File: src/rtl/mcpm_pkg.sv
package mcpm_pkg;
    localparam int ADDR_W = 4;
    localparam int FILT_MASK_LSB = 16;

    localparam logic [ADDR_W-1:0] A_CTRL = 4'd0;
    localparam logic [ADDR_W-1:0] A_SEL0 = 4'd1;
    localparam logic [ADDR_W-1:0] A_FILT = 4'd5;
    localparam logic [ADDR_W-1:0] A_CNT0 = 4'd8;

    localparam int CTRL_EN_BIT   = 0;
    localparam int CTRL_CLR_BIT  = 1;
    localparam int CTRL_LOCK_BIT = 2;

    localparam logic [7:0] CODE_RD_MATCH = 8'h41;
    localparam logic [7:0] CODE_WR_MATCH = 8'h42;

    typedef enum logic [1:0] {
        SRC_NONE,
        SRC_PULSE,
        SRC_RD,
        SRC_WR
    } src_e;
endpackage

File: src/rtl/mcpm_id_filter.sv
module mcpm_id_filter #(
    parameter int ID_W = 12
) (
    input  logic [ID_W-1:0] flt_id,
    input  logic [ID_W-1:0] flt_mask,
    input  logic            ar_valid,
    input  logic            ar_ready,
    input  logic [ID_W-1:0] ar_id,
    input  logic            aw_valid,
    input  logic            aw_ready,
    input  logic [ID_W-1:0] aw_id,
    output logic            rd_hit,
    output logic            wr_hit
);
    logic [ID_W-1:0] ref_bits;
    logic            rd_match;
    logic            wr_match;

    always_comb begin
        ref_bits = flt_id & flt_mask;
        rd_match = ((ar_id & flt_mask) == ref_bits);
        wr_match = ((aw_id & flt_mask) == ref_bits);
        rd_hit   = ar_valid & ar_ready & rd_match;
        wr_hit   = aw_valid & aw_ready & wr_match;
    end
endmodule

File: src/rtl/mcpm_event_select.sv
module mcpm_event_select
    import mcpm_pkg::*;
#(
    parameter int NUM_EVT = 64,
    parameter int CODE_W  = 8
) (
    input  logic [CODE_W-1:0]  code,
    input  logic [NUM_EVT-1:0] evt_pulse,
    input  logic               rd_hit,
    input  logic               wr_hit,
    output logic               hit
);
    localparam int IDX_W = (NUM_EVT > 1) ? $clog2(NUM_EVT) : 1;

    src_e            src;
    logic [IDX_W-1:0] idx;

    always_comb begin
        idx = code[IDX_W-1:0];
        if (code == CODE_W'(CODE_RD_MATCH)) begin
            src = SRC_RD;
        end else if (code == CODE_W'(CODE_WR_MATCH)) begin
            src = SRC_WR;
        end else if (32'(code) < NUM_EVT) begin
            src = SRC_PULSE;
        end else begin
            src = SRC_NONE;
        end

        unique case (src)
            SRC_PULSE: hit = evt_pulse[idx];
            SRC_RD:    hit = rd_hit;
            SRC_WR:    hit = wr_hit;
            default:   hit = 1'b0;
        endcase
    end
endmodule

File: src/rtl/mcpm_count_slot.sv
module mcpm_count_slot #(
    parameter int CNT_W = 32
) (
    input  logic [CNT_W-1:0] cur,
    input  logic             bump,
    input  logic             clr,
    input  logic             ld,
    input  logic [CNT_W-1:0] ld_val,
    output logic [CNT_W-1:0] nxt
);
    always_comb begin
        if (clr) begin
            nxt = '0;
        end else if (ld) begin
            nxt = ld_val;
        end else if (bump) begin
            nxt = cur + CNT_W'(1);
        end else begin
            nxt = cur;
        end
    end
endmodule

File: src/rtl/mc_perf_monitor.sv
module mc_perf_monitor
    import mcpm_pkg::*;
#(
    parameter int NUM_EVT = 64,
    parameter int ID_W    = 12,
    parameter int CNT_W   = 32,
    parameter int CODE_W  = 8,
    parameter int NUM_CNT = 4
) (
    input  logic               clk,
    input  logic               rst_n,
    input  logic [NUM_EVT-1:0] evt_pulse,
    input  logic               ar_valid,
    input  logic               ar_ready,
    input  logic [ID_W-1:0]    ar_id,
    input  logic               aw_valid,
    input  logic               aw_ready,
    input  logic [ID_W-1:0]    aw_id,
    input  logic               reg_we,
    input  logic [ADDR_W-1:0]  reg_addr,
    input  logic [CNT_W-1:0]   reg_wdata,
    output logic [CNT_W-1:0]   reg_rdata,
    output logic               irq
);
    localparam int MASK_LSB = FILT_MASK_LSB;

    typedef struct packed {
        logic                           en;
        logic                           locked;
        logic [NUM_CNT-1:0][CODE_W-1:0] code;
        logic [ID_W-1:0]                fid;
        logic [ID_W-1:0]                fmask;
        logic [NUM_CNT-1:0][CNT_W-1:0]  cnt;
    } state_t;

    state_t state_d, state_q;

    logic               rd_hit, wr_hit;
    logic [NUM_CNT-1:0] inc;
    logic [NUM_CNT-1:0] bump;
    logic [NUM_CNT-1:0] ld;
    logic [NUM_CNT-1:0][CNT_W-1:0] cnt_nxt;
    logic               clr;
    logic               active;
    logic               expire;

    logic                     en_view;
    logic                     lock_view;
    logic [NUM_CNT*CNT_W-1:0] cnt_view;

    mcpm_id_filter #(.ID_W(ID_W)) u_filter (
        .flt_id   (state_q.fid),
        .flt_mask (state_q.fmask),
        .ar_valid (ar_valid),
        .ar_ready (ar_ready),
        .ar_id    (ar_id),
        .aw_valid (aw_valid),
        .aw_ready (aw_ready),
        .aw_id    (aw_id),
        .rd_hit   (rd_hit),
        .wr_hit   (wr_hit)
    );

    always_comb begin
        clr    = reg_we && (reg_addr == A_CTRL) && reg_wdata[CTRL_CLR_BIT];
        active = state_q.en & ~state_q.locked;
    end

    for (genvar i = 0; i < NUM_CNT; i++) begin : g_slot
        if (i == 0) begin : g_time
            assign inc[i] = 1'b1;
        end else begin : g_evt
            mcpm_event_select #(
                .NUM_EVT (NUM_EVT),
                .CODE_W  (CODE_W)
            ) u_sel (
                .code      (state_q.code[i]),
                .evt_pulse (evt_pulse),
                .rd_hit    (rd_hit),
                .wr_hit    (wr_hit),
                .hit       (inc[i])
            );
        end

        assign ld[i]   = reg_we && (reg_addr == ADDR_W'(int'(A_CNT0) + i));
        assign bump[i] = active & inc[i];

        mcpm_count_slot #(.CNT_W(CNT_W)) u_cnt (
            .cur    (state_q.cnt[i]),
            .bump   (bump[i]),
            .clr    (clr),
            .ld     (ld[i]),
            .ld_val (reg_wdata),
            .nxt    (cnt_nxt[i])
        );
    end

    assign expire = bump[0] & (&state_q.cnt[0]) & ~clr & ~ld[0];

    always_comb begin
        state_d     = state_q;
        state_d.cnt = cnt_nxt;

        if (reg_we && reg_addr == A_CTRL) begin
            state_d.en = reg_wdata[CTRL_EN_BIT];
        end
        for (int i = 0; i < NUM_CNT; i++) begin
            if (reg_we && reg_addr == ADDR_W'(int'(A_SEL0) + i)) begin
                state_d.code[i] = reg_wdata[CODE_W-1:0];
            end
        end
        if (reg_we && reg_addr == A_FILT) begin
            state_d.fid   = reg_wdata[ID_W-1:0];
            state_d.fmask = reg_wdata[MASK_LSB +: ID_W];
        end

        if (clr) begin
            state_d.locked = 1'b0;
        end else if (expire) begin
            state_d.locked = 1'b1;
        end
    end

    always_ff @(posedge clk or negedge rst_n) begin
        if (!rst_n) begin
            state_q <= '0;
        end else begin
            state_q <= state_d;
        end
    end

    always_comb begin
        reg_rdata = '0;
        if (reg_addr == A_CTRL) begin
            reg_rdata[CTRL_EN_BIT]   = state_q.en;
            reg_rdata[CTRL_LOCK_BIT] = state_q.locked;
        end else if (reg_addr == A_FILT) begin
            reg_rdata[ID_W-1:0]         = state_q.fid;
            reg_rdata[MASK_LSB +: ID_W] = state_q.fmask;
        end
        for (int i = 0; i < NUM_CNT; i++) begin
            if (reg_addr == ADDR_W'(int'(A_SEL0) + i)) begin
                reg_rdata[CODE_W-1:0] = state_q.code[i];
            end
            if (reg_addr == ADDR_W'(int'(A_CNT0) + i)) begin
                reg_rdata = state_q.cnt[i];
            end
        end
    end

    assign irq       = state_q.locked;
    assign en_view   = state_q.en;
    assign lock_view = state_q.locked;
    assign cnt_view  = state_q.cnt;
endmodule

File: config.mk
export PLATFORM = sky130hd
export DESIGN_NAME = mc_perf_monitor
export DESIGN_NICKNAME = d
export VERILOG_FILES = /design/src/rtl/mcpm_pkg.sv /design/src/rtl/mcpm_id_filter.sv /design/src/rtl/mcpm_event_select.sv /design/src/rtl/mcpm_count_slot.sv /design/src/rtl/mc_perf_monitor.sv
export SDC_FILE = /design/constraint.sdc
export NUM_CORES = 1
export LEC_CHECK = 0
export BUFFER_PORTS_ARGS = -buffer_cell sky130_fd_sc_hd__buf_2
export CAP_MARGIN = 20
export CORE_MARGIN = 4
export CORE_UTILIZATION = 33
export DETAILED_ROUTE_END_ITERATION = 16
export GPL_ROUTABILITY_DRIVEN = 0
export GPL_TIMING_DRIVEN = 0
export PLACE_DENSITY = 0.6
export SYNTH_ARGS = -nofsm -noshare
export SYNTH_HDL_FRONTEND = slang
export SYNTH_SLANG_ARGS = --single-unit
File: constraint.sdc
create_clock -name clk -period 3.7 [get_ports clk]
set_input_delay 0.185 -clock clk [delete_from_list [all_inputs] [get_ports clk]]
set_output_delay 0.185 -clock clk [all_outputs]
set_load 0.01 [all_outputs]
Yosys cells after proc, flatten, opt, wreduce, memory -nomap -nowiden
Index checks and enable logic that the tools add are counted.
{"block": "totals", "register_bits": 186, "input_bits": 131, "output_inout_bits": 33, "word_cells": 131}
{"block": "op_classes", "add_sub_neg": 4, "magnitude_cmp": 6, "eq_ne": 26, "mux": 48, "bitwise": 17, "n_reduce_logical": 18}
{"operator": "$mux W32", "count": 16}
{"operator": "$add A32 B1 Y32 const B", "count": 4}
{"operator": "$eq A8 B7 Y1 const B", "count": 6}
{"operator": "$mux W12", "count": 4}
{"operator": "$and A12 B12 Y12", "count": 3}
{"operator": "$mux W8", "count": 4}
{"operator": "$reduce_and A32 Y1", "count": 1}
{"operator": "$eq A12 B12 Y1", "count": 2}
{"operator": "$lt A8 B7 Y1 const B", "count": 3}
{"operator": "$lt A6 B7 Y1 const B", "count": 3}
{"operator": "$bmux W1 S6", "count": 3}
{"operator": "$eq A4 B4 Y1 const B", "count": 4}
{"operator": "$eq A2 B2 Y1 const B", "count": 6}
{"operator": "$mux W2", "count": 6}
{"operator": "$reduce_bool A3 Y1", "count": 4}
{"operator": "$and A1 B1 Y1", "count": 11}
{"operator": "$logic_and A1 B1 Y1", "count": 11}
{"operator": "$mux W1", "count": 11}
{"operator": "$mux W9", "count": 1}
{"operator": "$pmux W1 S3", "count": 3}
{"operator": "$eq A4 B2 Y1 const B", "count": 2}
{"operator": "$eq A4 B3 Y1 const B", "count": 2}
{"operator": "$eq A2 B1 Y1 const B", "count": 3}
{"operator": "$eq A4 B1 Y1 const B", "count": 1}
{"operator": "3 further kinds", "count": 5}

Depth between registers and ports, before layout
Gate-level depths: netlist of run 1.
{"block": "logic_depth", "ltp_word": 12, "mapped_depth": 12, "mapped_depth_nobuf": 9}

Cells and area by module
A second synthesis of run 1 with hierarchy kept.
{"block": "unflattened", "hier_cells": 1577, "hier_area_um2": 14958.1}
{"module": "mc_perf_monitor", "n_inst": 1, "cells_per_inst": 524, "area_per_inst_um2": 7313.3}
{"module": "mcpm_count_slot", "n_inst": 4, "cells_per_inst": 214, "area_per_inst_um2": 1378.8}
{"module": "mcpm_event_select", "n_inst": 3, "cells_per_inst": 51, "area_per_inst_um2": 598.1}
{"module": "mcpm_id_filter", "n_inst": 1, "cells_per_inst": 44, "area_per_inst_um2": 335.3}

Worst setup path after synthesis of run 1
No wires, ideal clock.
{"block": "synth_timing", "path_type": "reg2reg", "startpoint": "register state_q[176] in the netlist's numbering", "endpoint": "register state_q (netlist bit cnt_view[107])", "setup_time_ns": 0.137, "arrival_time_ns": 2.513, "required_time_ns": 3.563, "slack_ns": 1.050, "stages_incl_launch_ff": 11, "path_cell_list": "dfrtp_1 -> buf_2 -> mux4_2 -> mux2_2 -> a221oi_1 -> nor3_1 -> a311oi_2 -> buf_2 -> nand4b_1 -> xor2_1 -> a21oi_1"}
{"block": "synth_via", "elab_chain_len": 8, "word_cells_on_any_way": 14, "classes_between": "1 x order compare; 5 x eq/ne; 6 x mux; 1 x bitwise; 1 x reduce/logical"}
{"element": "start, declared", "line": "mc_perf_monitor.sv:36", "text": "state_t state_d, state_q;"}
{"element": "start signal, assigned", "line": "mc_perf_monitor.sv:128", "text": "state_q <= state_d;"}
{"element": "$lt A8 B7 Y1", "line": "mcpm_event_select.sv:24", "text": "end else if (32'(code) < NUM_EVT) begin"}
{"element": "$mux W1", "line": "mcpm_event_select.sv:24"}
{"element": "$mux W2", "line": "mcpm_event_select.sv:22", "text": "end else if (code == CODE_W'(CODE_WR_MATCH)) begin"}
{"element": "$mux W2", "line": "mcpm_event_select.sv:20", "text": "if (code == CODE_W'(CODE_RD_MATCH)) begin"}
{"element": "$eq A2 B2 Y1 / $eq A2 B1 Y1 (equally long branches)", "line": "mcpm_event_select.sv:30", "text": "unique case (src)"}
{"element": "$pmux W1 S3 *", "line": "mcpm_event_select.sv:30"}
{"element": "$and A1 B1 Y1 *", "line": "mc_perf_monitor.sv:86", "text": "assign bump[i] = active & inc[i];"}
{"element": "$reduce_bool A3 Y1 (no source line) *"}
Every way passes the cells marked *; elsewhere a longest branch is shown, timed or not. The select of a mux whose other input is x is not followed.
A chain may end at the register's enable or synchronous reset.

Worst setup path after layout of run 1
{"block": "layout_timing", "startpoint": "register state_q[145] in the netlist's numbering", "endpoint": "register state_q (netlist bit cnt_view[119])"}
{"block": "layout_via", "elab_chain_len": 6, "word_cells_on_any_way": 8, "classes_between": "2 x eq/ne; 1 x mux; 4 x bitwise; 1 x reduce/logical"}
{"element": "$and A12 B12 Y12 *", "line": "mcpm_id_filter.sv:20", "text": "ref_bits = flt_id & flt_mask;"}
{"element": "$eq A12 B12 Y1, on equally long branches", "line": "mcpm_id_filter.sv:22, mcpm_id_filter.sv:21"}
{"element": "$and A1 B1 Y1, on equally long branches", "line": "mcpm_id_filter.sv:24, mcpm_id_filter.sv:23"}
{"element": "$pmux W1 S3 *", "line": "mcpm_event_select.sv:30"}
{"element": "$and A1 B1 Y1 *", "line": "mc_perf_monitor.sv:86"}
{"element": "$reduce_bool A3 Y1 (no source line) *"}
Every way passes the cells marked *; elsewhere a longest branch is shown, timed or not.

==> reports/qor.yml, run 1 <==
core_area_um2: 39000
skew_ns: 0.0105
register_area_um2: 4650
clk_latency_ns: 0.45
grt_pass1_wl_um: 76300
slew_viol_final: 0
hold_path.class: "in -> reg"
wl_per_cell_um: 23.8
multi_input_area_um2: 8000
fillCellCount: 3963
grt_max_degree: 95
placed_area_um2: 14600
max-cap-violations: 0
synth_edf_count: 0
total_power_mw: 8.05
die_x_um: 208
critPathLaunchType: "flip-flop"
synth_cell_type_count: 69
fmax_ghz: 0.275
routed-wl-met3_um: 4870
grt_pass1_vias: 12500
final_cell_area_um2: 15200
ant_nets: 0
clkSinkCount: 186
die_h_um: 208
ys_seq_area_share_pct: 35.4
syn2layout_area_growth_pct: 15.9
cpMaxStageDelayCell: "o2111ai_1"
syn_inst: 1422
crit_required_ns: 4.02
p_int_mw: 4.91
drive_above_1_share_pct: 20.5
cp.arrival_ns: 3.96
routed-via-count: 12900
p_switching_mw: 3.14
wirelength_um: 50700
period_needed_ns: 3.64
p_sw_share_pct: 39.0
synth.area.top_cells: "dfrtp_1 (35%), mux4_2 (7.2%), xnor2_1 (5.7%)"
synth_fp_nets: 1557
clockPowerShare_pct: 23.7
boundaryPins: 164
drc: 0
rows: 72
final_util_pct: 39.1
vdd_drop_max_uv: 346
status: "finished clean"
avgSynthCellArea_um2: 9.25
cts_tree: "done"
slowest_delay_ns: 0.79
path_max_fanout: 10
initial_core_util_pct: 33.7
yosysTopAreaCellShare_pct: 35.4
clkSlewWorstSetupHoldPaths_ns: 0.07
post_cts_buffers: 0
leakage_nw: 5.89
yosys_warnings: 0
crit_type: "reg -> reg"
yosys_register_bits: 186
grt_use_total_pct: 22.6
p_comb_share_pct: 33.8
setup_viol: 0
cts_buffers: 17
highest_layer: "met5"
grt_antenna_before_repair: 3
holdWs_ns: 0.0276
relSlewSlack_pct: 26.8
htreeDepth: 4
hold_viol_final: 0
p_seq_share_pct: 42.5
via_per_inst: 6.05
crit_chain: "xor2_1 > a222oi_1 > nand3_1 > o2111ai_1 > nand2_1 > clkbuf_1 > nor4_1 > xnor2_1 > a21oi_1"
critical_path.top_delay_family: "compound AO/OA/AOI/OAI gates"
yosys_most_used_dff: "dfrtp_1"
synth_area_um2: 13200
gr-total-overflow: 0
port_buffers: 158
wl_met2_um: 23700
drtPass1Iterations: 8
synth_area_leader_cell: "dfrtp_1"
period_share_pct: 98.4
diodes: 0
crit_buf_inv: 1
drt-initial-drc-count: 1701
power_density_nw_per_um2: 528
rsz0062_at_grt: "no"
async_reset_ff_share_pct: 100
dpl.hpwl_um: 39600
cts_root_buffer: "clkbuf_16"
worst-slew-pin-transition_ns: 1.10
fin_tns_setup_ns: 0
nNetsFinal: 1737
endpoint_kind: "flip-flop"
cts_buffer_depth: 2
die_area_um2: 43100
wl_met1_um: 20400
[flip-flops by register name, indices dropped and copies added, names as in the netlist]
signal    count
cnt_view    128
en_view       1
irq           1
state_q      56
[worst reg2reg max path, delay by kind of cell, from the launching register on]
family | cells | cell delay, ns
AND/OR/NAND/NOR | 3 | 1.09
buffers and inverters | 1 | 0.37
XOR/XNOR | 2 | 0.36
flip-flops | 1 | 0.47
AO/OA/AOI/OAI | 3 | 1.22
[power groups by stage]
| stage | Combinational (mW) | Clock [mW] | Sequential, mW |
|---|---|---|---|
| 2_1_floorplan | 1.95 | 0 | 3.11 |
| 3_3_place_gp | 2.64 | 0 | 3.39 |
| 3_5_place_dp | 2.68 | 0 | 3.41 |
| 4_1_cts | 2.70 | 1.92 | 3.38 |
| 5_1_grt | 2.96 | 2.01 | 3.48 |
| 6_report | 2.72 | 1.91 | 3.42 |
[cell type report]
class | count | share of cell area [%]
clock inverter | 12 | 0.927
inverter | 11 | 0.271
sequential | 186 | 30.5
multi-input combinational | 1116 | 52.5
tap | 518 | 4.25
timing repair buffer | 161 | 5.53
clock buffer | 19 | 2.97
buffer | 109 | 3.04
[logic make-up after synthesis]
group,Yosys count,share of synthesized area (%)
AO/OA/AOI/OAI,371,18.6
XOR/XNOR,132,8.79
adder cells (fa/ha/maj),4,0.380
buffers and inverters,120,3.84
flip-flops,186,35.4
multiplexers,128,14.3
AND/OR/NAND/NOR,481,18.7
[cells in the final DEF (no fill, tap or decap), types with 7 or more instances in the layout]
master	Yosys	layout
nand2b_1	7	7
a221oi_1	8	8
xor2_1	46	46
a211oi_1	35	35
a21oi_1	108	108
nand2_1	115	115
nor4_1	28	28
o21ai_0	88	88
and2_1	10	10
clkbuf_1	84	84
nor2b_1	13	13
and4_1	12	12
nand3_1	67	67
nand4_1	23	23
mux2i_1	24	24
mux2_2	62	62
mux4_2	42	42
nor3b_1	11	11
xnor2_1	86	86
a222oi_1	33	33
and3_1	32	32
nor3_1	38	38
dfrtp_1	186	186
inv_1	11	11
buf_2	14	172
a22oi_1	44	44
clkbuf_16	0	17
nor2_1	91	91
[final timing paths]
check / slack (ns) / end / depth (start not counted) / start
min: 0.03 / cnt_view[126]$_DFFE_PN0P_ / 3 / reg_wdata[30]
max reg2reg: 0.06 / cnt_view[119]$_DFFE_PN0P_ / 9 / state_q[145]$_DFFE_PN0P_
min in group asynchronous: 0.32 / cnt_view[125]$_DFFE_PN0P_ / 2 / rst_n
min reg2reg: 0.52 / state_q[154]$_DFFE_PN0P_ / 1 / state_q[154]$_DFFE_PN0P_
max: 0.06 / cnt_view[119]$_DFFE_PN0P_ / 9 / state_q[145]$_DFFE_PN0P_
max in group asynchronous: 2.44 / state_q[145]$_DFFE_PN0P_ / 3 / rst_n
[cells in the mapped netlist, drive strengths merged (38+ instances only)]
master,count
dfrtp,186
nand2,116
a21oi,108
nor2,92
o21ai,92
xnor2,86
clkbuf,84
nand3,67
mux2,62
xor2,46
a22oi,44
mux4,42
nor3,38
[routing by layer]
metal | up-vias | track usage, %
met2 | 675 | 36.6
met1 | 6356 | 30.6
met3 | 116 | 4.32
met4 | 4 | 7.57
li1 | 5748 | -
met5 | - | 0
[metrics by stage]
step | worst slack (ns) | std cells
after global placement | -0.784 | 2098
after floorplan | 1.05 | 1422
after CTS | 0.141 | 2132
final | 0.0604 | 2132
after detailed placement | 0.142 | 2100
after global routing | 0.0112 | 2132
[repair_timing]
action                                 in CTS  in global routing
hold buffers                                1                  0
resized for setup                           0                  0
endpoints found under the hold margin      92                  0
Power figures use the tool's default switching activity.
==> run 2: changes to the inputs <==
BUFFER_PORTS_ARGS = default   (was -buffer_cell sky130_fd_sc_hd__buf_2)
DONT_BUFFER_PORTS = 1   (was default)
PLACE_DENSITY = 0.57   (was 0.6)
==> run 2 against run 1 <==
  * The flow now finishes with violations (negative hold slack)
  * Core utilization is 1.3 points lower
  * Sequential power hardly changed
  * Hold slack worse by 0.59 ns
  * Sequential share of layout area is 1.1 points higher
  * Clock power hardly changed
  * Critical path depth is 2 higher
  * Cell count is 5.9% lower
  * Highest routed layer is now met4
==> reports/qor.yml, run 2 (same netlist as run 1, synthesis figures left out) <==
status: "complete, but fails checks"
violations: "negative hold slack"
relSlewSlack_pct: 32.1  # +5.4 points
critPathLaunchType: "flip-flop"
drt-initial-drc-count: 1787  # +5.1%
wl_per_cell_um: 26.1  # +9.7%
crit_start: "state_q[177]$_DFFE_PN0P_"
drtPass1Iterations: 10  # +2
port_buffers: 0  # -100%
vdd_drop_max_uv: 327  # -5.5%
placedCellCount: 1942  # -7.5%
die_area_um2: 43100  # unchanged
routed-via-count: 12500  # -3.0%
initial_core_util_pct: 33.7  # unchanged
clkSinkCount: 186  # unchanged
hold_viol_final: 186  # +186
syn2layout_area_growth_pct: 11.9
max-cap-violations: 0  # unchanged
hold_path.class: "in -> async"
clk_latency_ns: 0.45  # about the same
period_needed_ns: 3.56  # -0.0768 ns
power_density_nw_per_um2: 540  # +2.2%
core_area_um2: 39000  # unchanged
fmax_ghz: 0.281  # +2.2%
grt_antenna_before_repair: 2  # -1
cp.arrival_ns: 3.88  # -0.08 ns
mostFrequentLayoutCells: "dfrtp_1 (186), nand2_1 (115), a21oi_1 (108), nor2_1 (91), o21ai_0 (88)"
grt_pass1_wl_um: 78400  # +2.8%
r2r-start: "state_q[177]$_DFFE_PN0P_"
grt_max_degree: 187  # +97%
crit_required_ns: 4.02  # about the same
die_x_um: 208  # unchanged
fillCellCount: 3936  # -0.68%
crit_type: "reg -> reg"
dpl.hpwl_um: 39400  # -0.37%
period_share_pct: 96.3  # -2.1 points
worst-slew-pin-transition_ns: 1.01  # -0.0848 ns
boundaryPins: 164  # unchanged
grt_pass1_vias: 12100  # -3.3%
clkSlewWorstSetupHoldPaths_ns: 0.08  # about the same
setup_viol: 0  # unchanged
gr-total-overflow: 0  # unchanged
endpoint_kind: "flip-flop"
mostFrequentLayoutCell: "dfrtp_1"
die_h_um: 208  # unchanged
cts_tree: "done"
holdWs_ns: -0.564  # -0.592 ns
placed_area_um2: 13800  # -5.6%
cts_buffer_depth: 2  # unchanged
rsz0062_at_grt: "no"
rows: 72  # unchanged
drive_above_1_share_pct: 11.7  # -8.8 points
cts_buffers: 17  # unchanged
ant_nets: 0  # unchanged
nNetsFinal: 1609  # -7.4%
skew_ns: 0.0164  # +0.00591 ns
via_per_inst: 6.24  # +3.1%
largest_reg_flops: 128  # unchanged
cts-hold-fix-buffers: 31  # +30
grt_use_total_pct: 23.5  # +0.85 points
slew_viol_final: 0  # unchanged
htreeDepth: 4  # unchanged
path_max_fanout: 10  # unchanged
wirelength_um: 52300  # +3.3%
final_cell_area_um2: 14700  # -3.4%
final_cells: 2007  # -5.9%
leakage_nw: 5.33  # -9.5%
cts_root_buffer: "clkbuf_16"
drc: 0  # unchanged
==> run 2: cell type report <==
| cell class | count | area (um^2) | share of cell area, % |
|---|---|---|---|
| sequential | 186 | 4650 | 31.6 |
| multi-input combinational | 1116 | 8010 | 54.4 |
| timing repair buffer | 33 | 320 | 2.17 |
| buffer | 109 | 464 | 3.15 |
| antenna | 2 | 5.00 | 0.0340 |
| inverter | 11 | 41.3 | 0.280 |
| tap | 518 | 648 | 4.40 |
| clock buffer | 18 | 429 | 2.91 |
| clock inverter | 14 | 160 | 1.09 |
==> run 2: worst paths after layout <==
| check | to | slack (ns) | cells past startpoint |
|---|---|---|---|
| max | cnt_view[112]$_DFFE_PN0P_ | 0.14 | 11 |
| min | cnt_view[126]$_DFFE_PN0P_ | -0.56 | 0 |
| max reg2reg | cnt_view[112]$_DFFE_PN0P_ | 0.14 | 11 |
| min reg2reg | state_q[156]$_DFFE_PN0P_ | 0.51 | 1 |
| max in group asynchronous | state_q[181]$_DFFE_PN0P_ | 3.72 | 0 |
| min in group clk | cnt_view[99]$_DFFE_PN0P_ | 0.01 | 2 |
==> run 2: critical path: stages (launching register included) <==
cell      delay [ns]
dfrtp_1         0.32
buf_2           0.25
clkbuf_1        0.56
mux4_2          0.41
a22o_1          0.22
nor3_1          0.22
nor3_1          0.10
a311oi_2        0.57
buf_2           0.35
nand4b_1        0.16
xor2_1          0.18
a21oi_1         0.09
==> run 2: timing repair <==
item | 4_1_cts | 5_1_grt
endpoints found under the setup margin | 0 | 9
buffers inserted | 0 | 0
resized for setup | 0 | 1
hold endpoints to repair | 345 | 186
==> run 2: routing by layer <==
| layer | global-route usage, % | wire [um] | up-vias |
|---|---|---|---|
| met3 | 5.43 | 5430 | 92 |
| met2 | 37.3 | 24100 | 706 |
| met4 | 6.82 | 1520 | 0 |
| li1 | - | - | 5493 |
| met5 | 0 | 0 | - |
| met1 | 32.2 | 21300 | 6224 |
==> run 2: power breakdown <==
group / switching (mW) / internal [mW] / leakage [nW]
Combinational: 1.38 / 1.22 / 2.85
Clock: 0.911 / 1.01 / 0.280
Sequential: 0.834 / 2.59 / 2.20
==> run 2: metrics by stage <==
| stage | total power [mW] | TNS, ns | utilization [%] | hold slack, ns | worst slack [ns] |
|---|---|---|---|---|---|
| 4_1_cts | 7.89 | 0 | 37.7 | -0.581 | 0.101 |
| 3_3_place_gp | 5.85 | -0.0828 | 35.4 | -0.0988 | -0.0506 |
| 3_5_place_dp | 5.90 | 0 | 35.4 | -0.0985 | 0.111 |
| 5_1_grt | 8.31 | 0 | 37.7 | -0.575 | 0.0395 |
| 6_report | 7.96 | 0 | 37.8 | -0.564 | 0.137 |
| 2_1_floorplan | 5.07 | 0 | - | -0.111 | 1.05 |
